[config.mk]
export PLATFORM = sky130hd
export DESIGN_NAME = useq_ctrl
export DESIGN_NICKNAME = d
export VERILOG_FILES = /design/src/rtl/useq_pkg.sv /design/src/rtl/useq_rom.sv /design/src/rtl/useq_dispatch.sv /design/src/rtl/useq_next.sv /design/src/rtl/useq_ctrl.sv
export SDC_FILE = /design/constraint.sdc
export NUM_CORES = 1
export LEC_CHECK = 0
export BUFFER_PORTS_ARGS = -buffer_cell sky130_fd_sc_hd__clkbuf_2
export CAP_MARGIN = 5
export CORE_ASPECT_RATIO = 0.8
export CORE_MARGIN = 8
export CORE_UTILIZATION = 47
export DETAILED_ROUTE_END_ITERATION = 16
export GPL_TIMING_DRIVEN = 0
export PLACE_DENSITY = 0.75
export SYNTH_ARGS = -nofsm -noshare
export SYNTH_HDL_FRONTEND = slang
export SYNTH_SLANG_ARGS = --single-unit
[constraint.sdc]
create_clock -name clk -period 2.7 [get_ports clk]
set_input_delay 0 -clock clk [delete_from_list [all_inputs] [get_ports clk]]
set_output_delay 0 -clock clk [all_outputs]
set_load 0.03 [all_outputs]
[src/rtl/useq_pkg.sv]
package useq_pkg;

  typedef enum logic [1:0] {ALU_ADD = 2'd0, ALU_SUB = 2'd1, ALU_FUNC = 2'd2, ALU_OR = 2'd3} alu_e;
  typedef enum logic [2:0] {S2_FOUR = 3'd0, S2_RT = 3'd1, S2_EXT = 3'd2, S2_EXT0 = 3'd3,
                            S2_EXTSH = 3'd4, S2_R5 = 3'd5, S2_R6 = 3'd6, S2_R7 = 3'd7} src2_e;
  typedef enum logic [1:0] {DST_NONE = 2'd0, DST_RD_ALU = 2'd1, DST_RT_ALU = 2'd2, DST_RT_MEM = 2'd3} dest_e;
  typedef enum logic [1:0] {MEM_NONE = 2'd0, MEM_RD_PC = 2'd1, MEM_RD_ALU = 2'd2, MEM_WR_ALU = 2'd3} mem_e;
  typedef enum logic [1:0] {PCW_NONE = 2'd0, PCW_ALU = 2'd1, PCW_COND = 2'd2, PCW_JUMP = 2'd3} pcw_e;
  typedef enum logic [1:0] {SEQ_FETCH = 2'd0, SEQ_DISP = 2'd1, SEQ_INC = 2'd2, SEQ_RSVD = 2'd3} seq_e;
  typedef enum logic [1:0] {COND_NONE = 2'd0, COND_OVF = 2'd1, COND_IRQ = 2'd2, COND_RSVD = 2'd3} cond_e;
  typedef enum logic [1:0] {EXC_NONE = 2'd0, EXC_RI = 2'd1, EXC_OVF = 2'd2, EXC_INT = 2'd3} exc_e;

  typedef struct packed {
    alu_e  alu;
    logic  src1;
    src2_e src2;
    dest_e dest;
    mem_e  mem;
    logic  ir_wr;
    pcw_e  pcw;
    seq_e  seq;
    cond_e cond;
    exc_e  exc;
  } uword_t;

  // Micro-addresses of the control store
  localparam int A_FETCH  = 0;
  localparam int A_DECODE = 1;
  localparam int A_BEQ    = 2;
  localparam int A_JMP    = 3;
  localparam int A_RTYPE  = 4;
  localparam int A_RWB    = 5;
  localparam int A_ORI    = 6;
  localparam int A_OWB    = 7;
  localparam int A_LW     = 8;
  localparam int A_LMEM   = 9;
  localparam int A_LWB    = 10;
  localparam int A_SW     = 11;
  localparam int A_SMEM   = 12;
  localparam int A_TRP_RI = 16;
  localparam int A_TRP_OV = 17;
  localparam int A_TRP_IN = 18;

  localparam logic [5:0] OP_RTYPE = 6'h00;
  localparam logic [5:0] OP_JMP   = 6'h02;
  localparam logic [5:0] OP_BEQ   = 6'h04;
  localparam logic [5:0] OP_ORI   = 6'h0D;
  localparam logic [5:0] OP_LW    = 6'h23;
  localparam logic [5:0] OP_SW    = 6'h2B;

  localparam logic [4:0] CAUSE_INT = 5'd0;
  localparam logic [4:0] CAUSE_RI  = 5'd10;
  localparam logic [4:0] CAUSE_OVF = 5'd12;

  function automatic uword_t mk(alu_e a, logic s1, src2_e s2, dest_e d, mem_e m,
                                logic ir, pcw_e p, seq_e s, cond_e c, exc_e e);
    uword_t w;
    w.alu = a; w.src1 = s1; w.src2 = s2; w.dest = d; w.mem = m;
    w.ir_wr = ir; w.pcw = p; w.seq = s; w.cond = c; w.exc = e;
    return w;
  endfunction

  // Control store contents, one word per micro-address
  function automatic uword_t ucode_at(int a);
    case (a)
      A_FETCH:  return mk(ALU_ADD,  1'b0, S2_FOUR,  DST_NONE,   MEM_RD_PC,  1'b1, PCW_ALU,  SEQ_INC,   COND_NONE, EXC_NONE);
      A_DECODE: return mk(ALU_ADD,  1'b0, S2_EXTSH, DST_NONE,   MEM_NONE,   1'b0, PCW_NONE, SEQ_DISP,  COND_NONE, EXC_NONE);
      A_BEQ:    return mk(ALU_SUB,  1'b1, S2_RT,    DST_NONE,   MEM_NONE,   1'b0, PCW_COND, SEQ_FETCH, COND_IRQ,  EXC_NONE);
      A_JMP:    return mk(ALU_ADD,  1'b0, S2_FOUR,  DST_NONE,   MEM_NONE,   1'b0, PCW_JUMP, SEQ_FETCH, COND_IRQ,  EXC_NONE);
      A_RTYPE:  return mk(ALU_FUNC, 1'b1, S2_RT,    DST_NONE,   MEM_NONE,   1'b0, PCW_NONE, SEQ_INC,   COND_OVF,  EXC_NONE);
      A_RWB:    return mk(ALU_FUNC, 1'b1, S2_RT,    DST_RD_ALU, MEM_NONE,   1'b0, PCW_NONE, SEQ_FETCH, COND_IRQ,  EXC_NONE);
      A_ORI:    return mk(ALU_OR,   1'b1, S2_EXT0,  DST_NONE,   MEM_NONE,   1'b0, PCW_NONE, SEQ_INC,   COND_NONE, EXC_NONE);
      A_OWB:    return mk(ALU_OR,   1'b1, S2_EXT0,  DST_RT_ALU, MEM_NONE,   1'b0, PCW_NONE, SEQ_FETCH, COND_IRQ,  EXC_NONE);
      A_LW:     return mk(ALU_ADD,  1'b1, S2_EXT,   DST_NONE,   MEM_NONE,   1'b0, PCW_NONE, SEQ_INC,   COND_NONE, EXC_NONE);
      A_LMEM:   return mk(ALU_ADD,  1'b1, S2_EXT,   DST_NONE,   MEM_RD_ALU, 1'b0, PCW_NONE, SEQ_INC,   COND_NONE, EXC_NONE);
      A_LWB:    return mk(ALU_ADD,  1'b1, S2_EXT,   DST_RT_MEM, MEM_NONE,   1'b0, PCW_NONE, SEQ_FETCH, COND_IRQ,  EXC_NONE);
      A_SW:     return mk(ALU_ADD,  1'b1, S2_EXT,   DST_NONE,   MEM_NONE,   1'b0, PCW_NONE, SEQ_INC,   COND_NONE, EXC_NONE);
      A_SMEM:   return mk(ALU_ADD,  1'b1, S2_EXT,   DST_NONE,   MEM_WR_ALU, 1'b0, PCW_NONE, SEQ_FETCH, COND_IRQ,  EXC_NONE);
      A_TRP_RI: return mk(ALU_ADD,  1'b0, S2_FOUR,  DST_NONE,   MEM_NONE,   1'b0, PCW_NONE, SEQ_FETCH, COND_NONE, EXC_RI);
      A_TRP_OV: return mk(ALU_ADD,  1'b0, S2_FOUR,  DST_NONE,   MEM_NONE,   1'b0, PCW_NONE, SEQ_FETCH, COND_NONE, EXC_OVF);
      A_TRP_IN: return mk(ALU_ADD,  1'b0, S2_FOUR,  DST_NONE,   MEM_NONE,   1'b0, PCW_NONE, SEQ_FETCH, COND_NONE, EXC_INT);
      default:  return mk(ALU_ADD,  1'b0, S2_FOUR,  DST_NONE,   MEM_NONE,   1'b0, PCW_NONE, SEQ_FETCH, COND_NONE, EXC_NONE);
    endcase
  endfunction

endpackage

[src/rtl/useq_rom.sv]
module useq_rom
  import useq_pkg::*;
#(
  parameter int UA_W = 5
) (
  input  logic [UA_W-1:0] addr,
  output uword_t          word
);
  always_comb word = ucode_at(int'(addr));
endmodule

[src/rtl/useq_dispatch.sv]
module useq_dispatch
  import useq_pkg::*;
#(
  parameter int UA_W = 5
) (
  input  logic [5:0]      opcode,
  output logic [UA_W-1:0] target
);
  always_comb begin
    case (opcode)
      OP_RTYPE: target = UA_W'(A_RTYPE);
      OP_BEQ:   target = UA_W'(A_BEQ);
      OP_ORI:   target = UA_W'(A_ORI);
      OP_LW:    target = UA_W'(A_LW);
      OP_SW:    target = UA_W'(A_SW);
      OP_JMP:   target = UA_W'(A_JMP);
      default:  target = UA_W'(A_TRP_RI);
    endcase
  end
endmodule

[src/rtl/useq_next.sv]
module useq_next
  import useq_pkg::*;
#(
  parameter int UA_W = 5
) (
  input  logic [UA_W-1:0] upc,
  input  seq_e            seq,
  input  cond_e           cond,
  input  logic [UA_W-1:0] disp,
  input  logic            ovf,
  input  logic            irq_pend,
  output logic [UA_W-1:0] nxt
);
  logic            take;
  logic [UA_W-1:0] br_tgt;

  always_comb begin
    take   = (cond == COND_OVF && ovf) || (cond == COND_IRQ && irq_pend);
    br_tgt = (cond == COND_OVF) ? UA_W'(A_TRP_OV) : UA_W'(A_TRP_IN);
    case (seq)
      SEQ_DISP: nxt = disp;
      SEQ_INC:  nxt = upc + UA_W'(1);
      default:  nxt = '0;
    endcase
    if (take) nxt = br_tgt;
  end
endmodule

[src/rtl/useq_ctrl.sv]
module useq_ctrl
  import useq_pkg::*;
#(
  parameter int UA_W = 5
) (
  input  logic            clk,
  input  logic            rst_n,
  input  logic [5:0]      opcode,
  input  logic            ovf,
  input  logic            irq_pend,
  output logic [UA_W-1:0] upc,
  output logic [1:0]      alu_op,
  output logic            src1_sel,
  output logic [2:0]      src2_sel,
  output logic [1:0]      dest_sel,
  output logic [1:0]      mem_op,
  output logic            ir_wr,
  output logic [1:0]      pc_wr,
  output logic [1:0]      seq_code,
  output logic [1:0]      cond_code,
  output logic            cause_we,
  output logic [4:0]      cause_val
);
  localparam uword_t RST_WORD = ucode_at(A_FETCH);

  logic [UA_W-1:0] upc_q, upc_nxt, disp_tgt;
  uword_t          word_q, word_nxt;

  useq_dispatch #(.UA_W(UA_W)) u_disp (.opcode(opcode), .target(disp_tgt));

  useq_next #(.UA_W(UA_W)) u_next (
    .upc(upc_q), .seq(word_q.seq), .cond(word_q.cond), .disp(disp_tgt),
    .ovf(ovf), .irq_pend(irq_pend), .nxt(upc_nxt)
  );

  // Store read on the next address so the word register tracks upc_q
  useq_rom #(.UA_W(UA_W)) u_rom (.addr(upc_nxt), .word(word_nxt));

  always_ff @(posedge clk or negedge rst_n) begin
    if (!rst_n) begin
      upc_q  <= '0;
      word_q <= RST_WORD;
    end else begin
      upc_q  <= upc_nxt;
      word_q <= word_nxt;
    end
  end

  assign upc       = upc_q;
  assign alu_op    = word_q.alu;
  assign src1_sel  = word_q.src1;
  assign src2_sel  = word_q.src2;
  assign dest_sel  = word_q.dest;
  assign mem_op    = word_q.mem;
  assign ir_wr     = word_q.ir_wr;
  assign pc_wr     = word_q.pcw;
  assign seq_code  = word_q.seq;
  assign cond_code = word_q.cond;
  assign cause_we  = (word_q.exc != EXC_NONE);

  always_comb begin
    case (word_q.exc)
      EXC_RI:  cause_val = CAUSE_RI;
      EXC_OVF: cause_val = CAUSE_OVF;
      default: cause_val = CAUSE_INT;
    endcase
  end
endmodule

==> results.toml <==
[run_status]
run_status = "complete, no violations"

[cts]
number_of_h_tree_levels = 1
cts.reportedPaths.clkPinSlew_ns = 0.08
cts-root-buf = "sky130_fd_sc_hd__clkbuf_8"
tritoncts.num_buffers = 3
cts_tree = "built"
cts.sink_count = 23
clockBufferDepth = 2
clock_latency_at_the_later_pin_of_the_worst_skew_pair_ns = 0.26

[floorplan]
core_area_mm2 = 0.00306
io-pin-count = 38
die_area_mm2 = 0.00527
floorplan.die.height_um = 66.5
rows = 18
floorplan.initialDensity_pct = 49.0
fp.dieW_um = 79.2

[synthesis]
synthesis.instances = 143
number_of_warnings_printed_during_yosys_synthesis = 0
synth_top_area_share_pct = 31.7
synth-edff-count = 0
ys_async_sr_fraction_pct = 100
ys_top_cells_by_area = "sky130_fd_sc_hd__dfrtp_1 32%, sky130_fd_sc_hd__ha_1 9.2%, sky130_fd_sc_hd__buf_4 8.5%, sky130_fd_sc_hd__dfstp_2 7.0%, sky130_fd_sc_hd__a21oi_1 3.0%"
sequential_area_share_after_synthesis_pct = 38.7
postSynthRegisterBits = 23
yosysUniqueCellTypes = 48
netlist_area_mm2 = 0.00150
average_size_of_a_mapped_cell_um2 = 10.5
dominantRegCellSynth = "sky130_fd_sc_hd__dfrtp_1"
synth.largest_area_cell = "sky130_fd_sc_hd__dfrtp_1"

[grt]
maximum_number_of_pins_on_one_net_before_global_route_repair = 24
grt_overflow_total = 0
top_usage_layer = "met2"
grtUsageMet2_pct = 23.2
use_met3_pct = 4.44
groute.layer.met1.usage_pct = 16.9
grt_usage_pct = 13.8
grt_pass1_wl_um = 5800
first_global_vias = 1231
antenna_found_initial = 0

[worst_setup_path]
critical_path.slowest_cell = "sky130_fd_sc_hd__dfstp_2"
r2r_setup_slack_ns = 0.12
critPathCaptureType = "flip-flop"
cp_num_cells = 11
worst_path_largest_cell_delay_ns = 0.55
critPathMaxFanout = 4
timing.critical_path.max_delay_family = "compound AO/OA/AOI/OAI gates"
timing.rr.end = "cond_code[1]"
cp_common_cell = "sky130_fd_sc_hd__ha_1"
timing.critical_path.buf_inv = 2
crit_path_category = "flip-flop to flip-flop"
critical_path_required_ns = 2.84
endpoint = "cond_code[1]"
critical_path_arrival_ns = 2.72
critical_path_origin = "seq_code[1]"
worst_case_reg_to_reg_path_depth = 11
worst_setup_path_start_kind = "flip-flop"
timing.critical_path.cells = "inv_1, ha_1, and4bb_1, o21ai_1, nand2_2, a21oi_4, inv_2, ha_1, and3_4, a2111oi_4, a211oi_1"
regToRegStartpoint = "seq_code[1]"

[placement]
preCtsSetupSlack_ns = -0.163
finalWeightedCongestion = 0.940
place.detailed.hpwl_um = 2750
port_buffers = 34

[min_path]
min-delay-path-class = "input port to asynchronous set/reset pin"

[sta]
period_share_pct = 95.6
worst_hold_slack_ns = 0.249
final.setup_skew_ns = 0.00372
slew_violations = 0
worst_slew_margin_rel_pct = 45.5
setup_viol_count_final = 0
post-route-worst-setup-slack_ns = 0.119
final.min_clock_period_ns = 2.58
grt_setup_unrepaired = "false"
final_hold_viol_count = 0
tightestPinTransition_ns = 0.817
achievable-frequency_mhz = 388

[power]
total_leakage_power_nw = 0.932
irDropWorstVdd_uv = 499
powerDensity_mw_per_mm2 = 1020

[route]
detail_route.first_pass.iterations = 4
num_vias = 1233
wire_per_inst_um = 15.3
drt_drc_violations_left = 0
drt.antenna.violating_nets = 0
vias_per_cell = 5.48
drtIter0Drc = 67
wl_um = 3440

[cells_and_area]
layout-drive-gt1-share_pct = 49.2
syn_to_final_growth_pct = 21.9
post-route-util_pct = 59.7
final_net_count = 207
layout.cells.most_common = "sky130_fd_sc_hd__clkbuf_2"
antenna-diode-count = 0
commonest_non_fill_non_tap_cells_in_the_layout = "34 x sky130_fd_sc_hd__clkbuf_2, 19 x sky130_fd_sc_hd__buf_4, 19 x sky130_fd_sc_hd__dfrtp_1, 10 x sky130_fd_sc_hd__ha_1"

[job]
maxCapViolCount = 0
-- report_power, final --
| group | internal [mW] | switching, mW | total (mW) |
|---|---|---|---|
| registers | 0.450 | 0.0389 | 0.489 |
| clock network | 0.103 | 0.103 | 0.206 |
| logic | 0.451 | 0.715 | 1.17 |
| total | 1.00 | 0.857 | 1.86 |
-- cell type report --
cell class	count	area [um2]
sequential	23	581
inverter	10	37.5
timing repair buffer	37	195
fill	300	1230
clock buffer	3	41.3
multi-input combinational	91	764
buffer	20	155
tap	40	50.0
clock inverter	1	5.00
-- what timing repair did --
| item | in CTS | in global routing |
|---|---|---|
| setup endpoints to repair | 4 | 4 |
| hold buffers | 1 | 0 |
| hold endpoints to repair | 19 | 0 |
| pin swaps | 3 | 4 |
| resized for setup | 1 | 9 |
| buffers inserted | 1 | 1 |
-- Yosys cell counts (2+ instances only) --
cell type                  instances
sky130_fd_sc_hd__a211oi_2          2
sky130_fd_sc_hd__a21oi_1           9
sky130_fd_sc_hd__a32oi_1           2
sky130_fd_sc_hd__and3b_2           2
sky130_fd_sc_hd__buf_4            17
sky130_fd_sc_hd__buf_6             2
sky130_fd_sc_hd__dfrtp_1          19
sky130_fd_sc_hd__dfstp_2           4
sky130_fd_sc_hd__ha_1             11
sky130_fd_sc_hd__inv_1             8
sky130_fd_sc_hd__inv_2             2
sky130_fd_sc_hd__nand2_1           8
sky130_fd_sc_hd__nand3_1           4
sky130_fd_sc_hd__nand4_1           3
sky130_fd_sc_hd__nor2_1            5
sky130_fd_sc_hd__nor3_1            4
sky130_fd_sc_hd__nor4b_1           5
sky130_fd_sc_hd__o21ai_0           2
sky130_fd_sc_hd__o21ai_2           2
sky130_fd_sc_hd__or3_4             2
sky130_fd_sc_hd__xnor2_1           3
-- cell families (layout without fill, tap and decap cells) --
group,after synthesis,after routing,synth area share (%)
buffers and inverters,30,71,12.8
XOR/XNOR,4,4,2.34
other,1,2,0.250
flip-flops,23,23,38.7
AO/OA/AOI/OAI,28,28,16.3
adder cells (fa/ha/maj),11,11,9.17
AND/OR/NAND/NOR,46,46,20.4
-- worst reg2reg max path, stage by stage (launching register included) --
cell and delay [ns]:
sky130_fd_sc_hd__dfstp_2 0.55, sky130_fd_sc_hd__inv_1 0.04, sky130_fd_sc_hd__ha_1 0.19, sky130_fd_sc_hd__and4bb_1 0.23
sky130_fd_sc_hd__o21ai_1 0.17, sky130_fd_sc_hd__nand2_2 0.13, sky130_fd_sc_hd__a21oi_4 0.23, sky130_fd_sc_hd__inv_2 0.08
sky130_fd_sc_hd__ha_1 0.24, sky130_fd_sc_hd__and3_4 0.19, sky130_fd_sc_hd__a2111oi_4 0.32, sky130_fd_sc_hd__a211oi_1 0.09
-- per-layer routing --
layer	wire (um)	share of wire, %	vias up
li1	-	-	582
met1	1460	42	595
met2	1660	48	49
met3	285	8.3	7
met4	36	1.0	0
met5	0	0	-
-- how the worst min path moves through the flow --
| stage | depth (start not counted) | from | slack (ns) | end |
|---|---|---|---|---|
| final | 2 | rst_n | 0.25 | upc[4] |
| after global routing | 4 | irq_pend | 0.30 | upc[1] |
| after CTS | 2 | rst_n | 0.26 | word_q[0] |
| after detailed placement | 1 | rst_n | 0.006 | src2_sel[0] |
| after global placement | 1 | rst_n | -0.001 | src2_sel[1] |
| after floorplan | 0 | rst_n | -0.30 | alu_op[0] |
-- stage by stage --
stage | std cells | power, mW | cell area (um2) | setup TNS, ns
CTS | 224 | 1.80 | 1790 | 0
global route | 225 | 2.00 | 1830 | 0
detailed placement | 218 | 1.57 | 1720 | -0.330
global placement | 218 | 1.56 | 1720 | -0.282
floorplan | 144 | 1.31 | 1500 | 0
finish | 225 | 1.86 | 1830 | 0
-- registers in the layout (all words and copies together) (netlist names) --
name,flops
alu_op,2
seq_code,2
mem_op,2
pc_wr,2
cond_code,2
upc,5
src1_sel,1
word_q,2
ir_wr,1
src2_sel,2
dest_sel,2
Power figures use the tool's default switching activity.
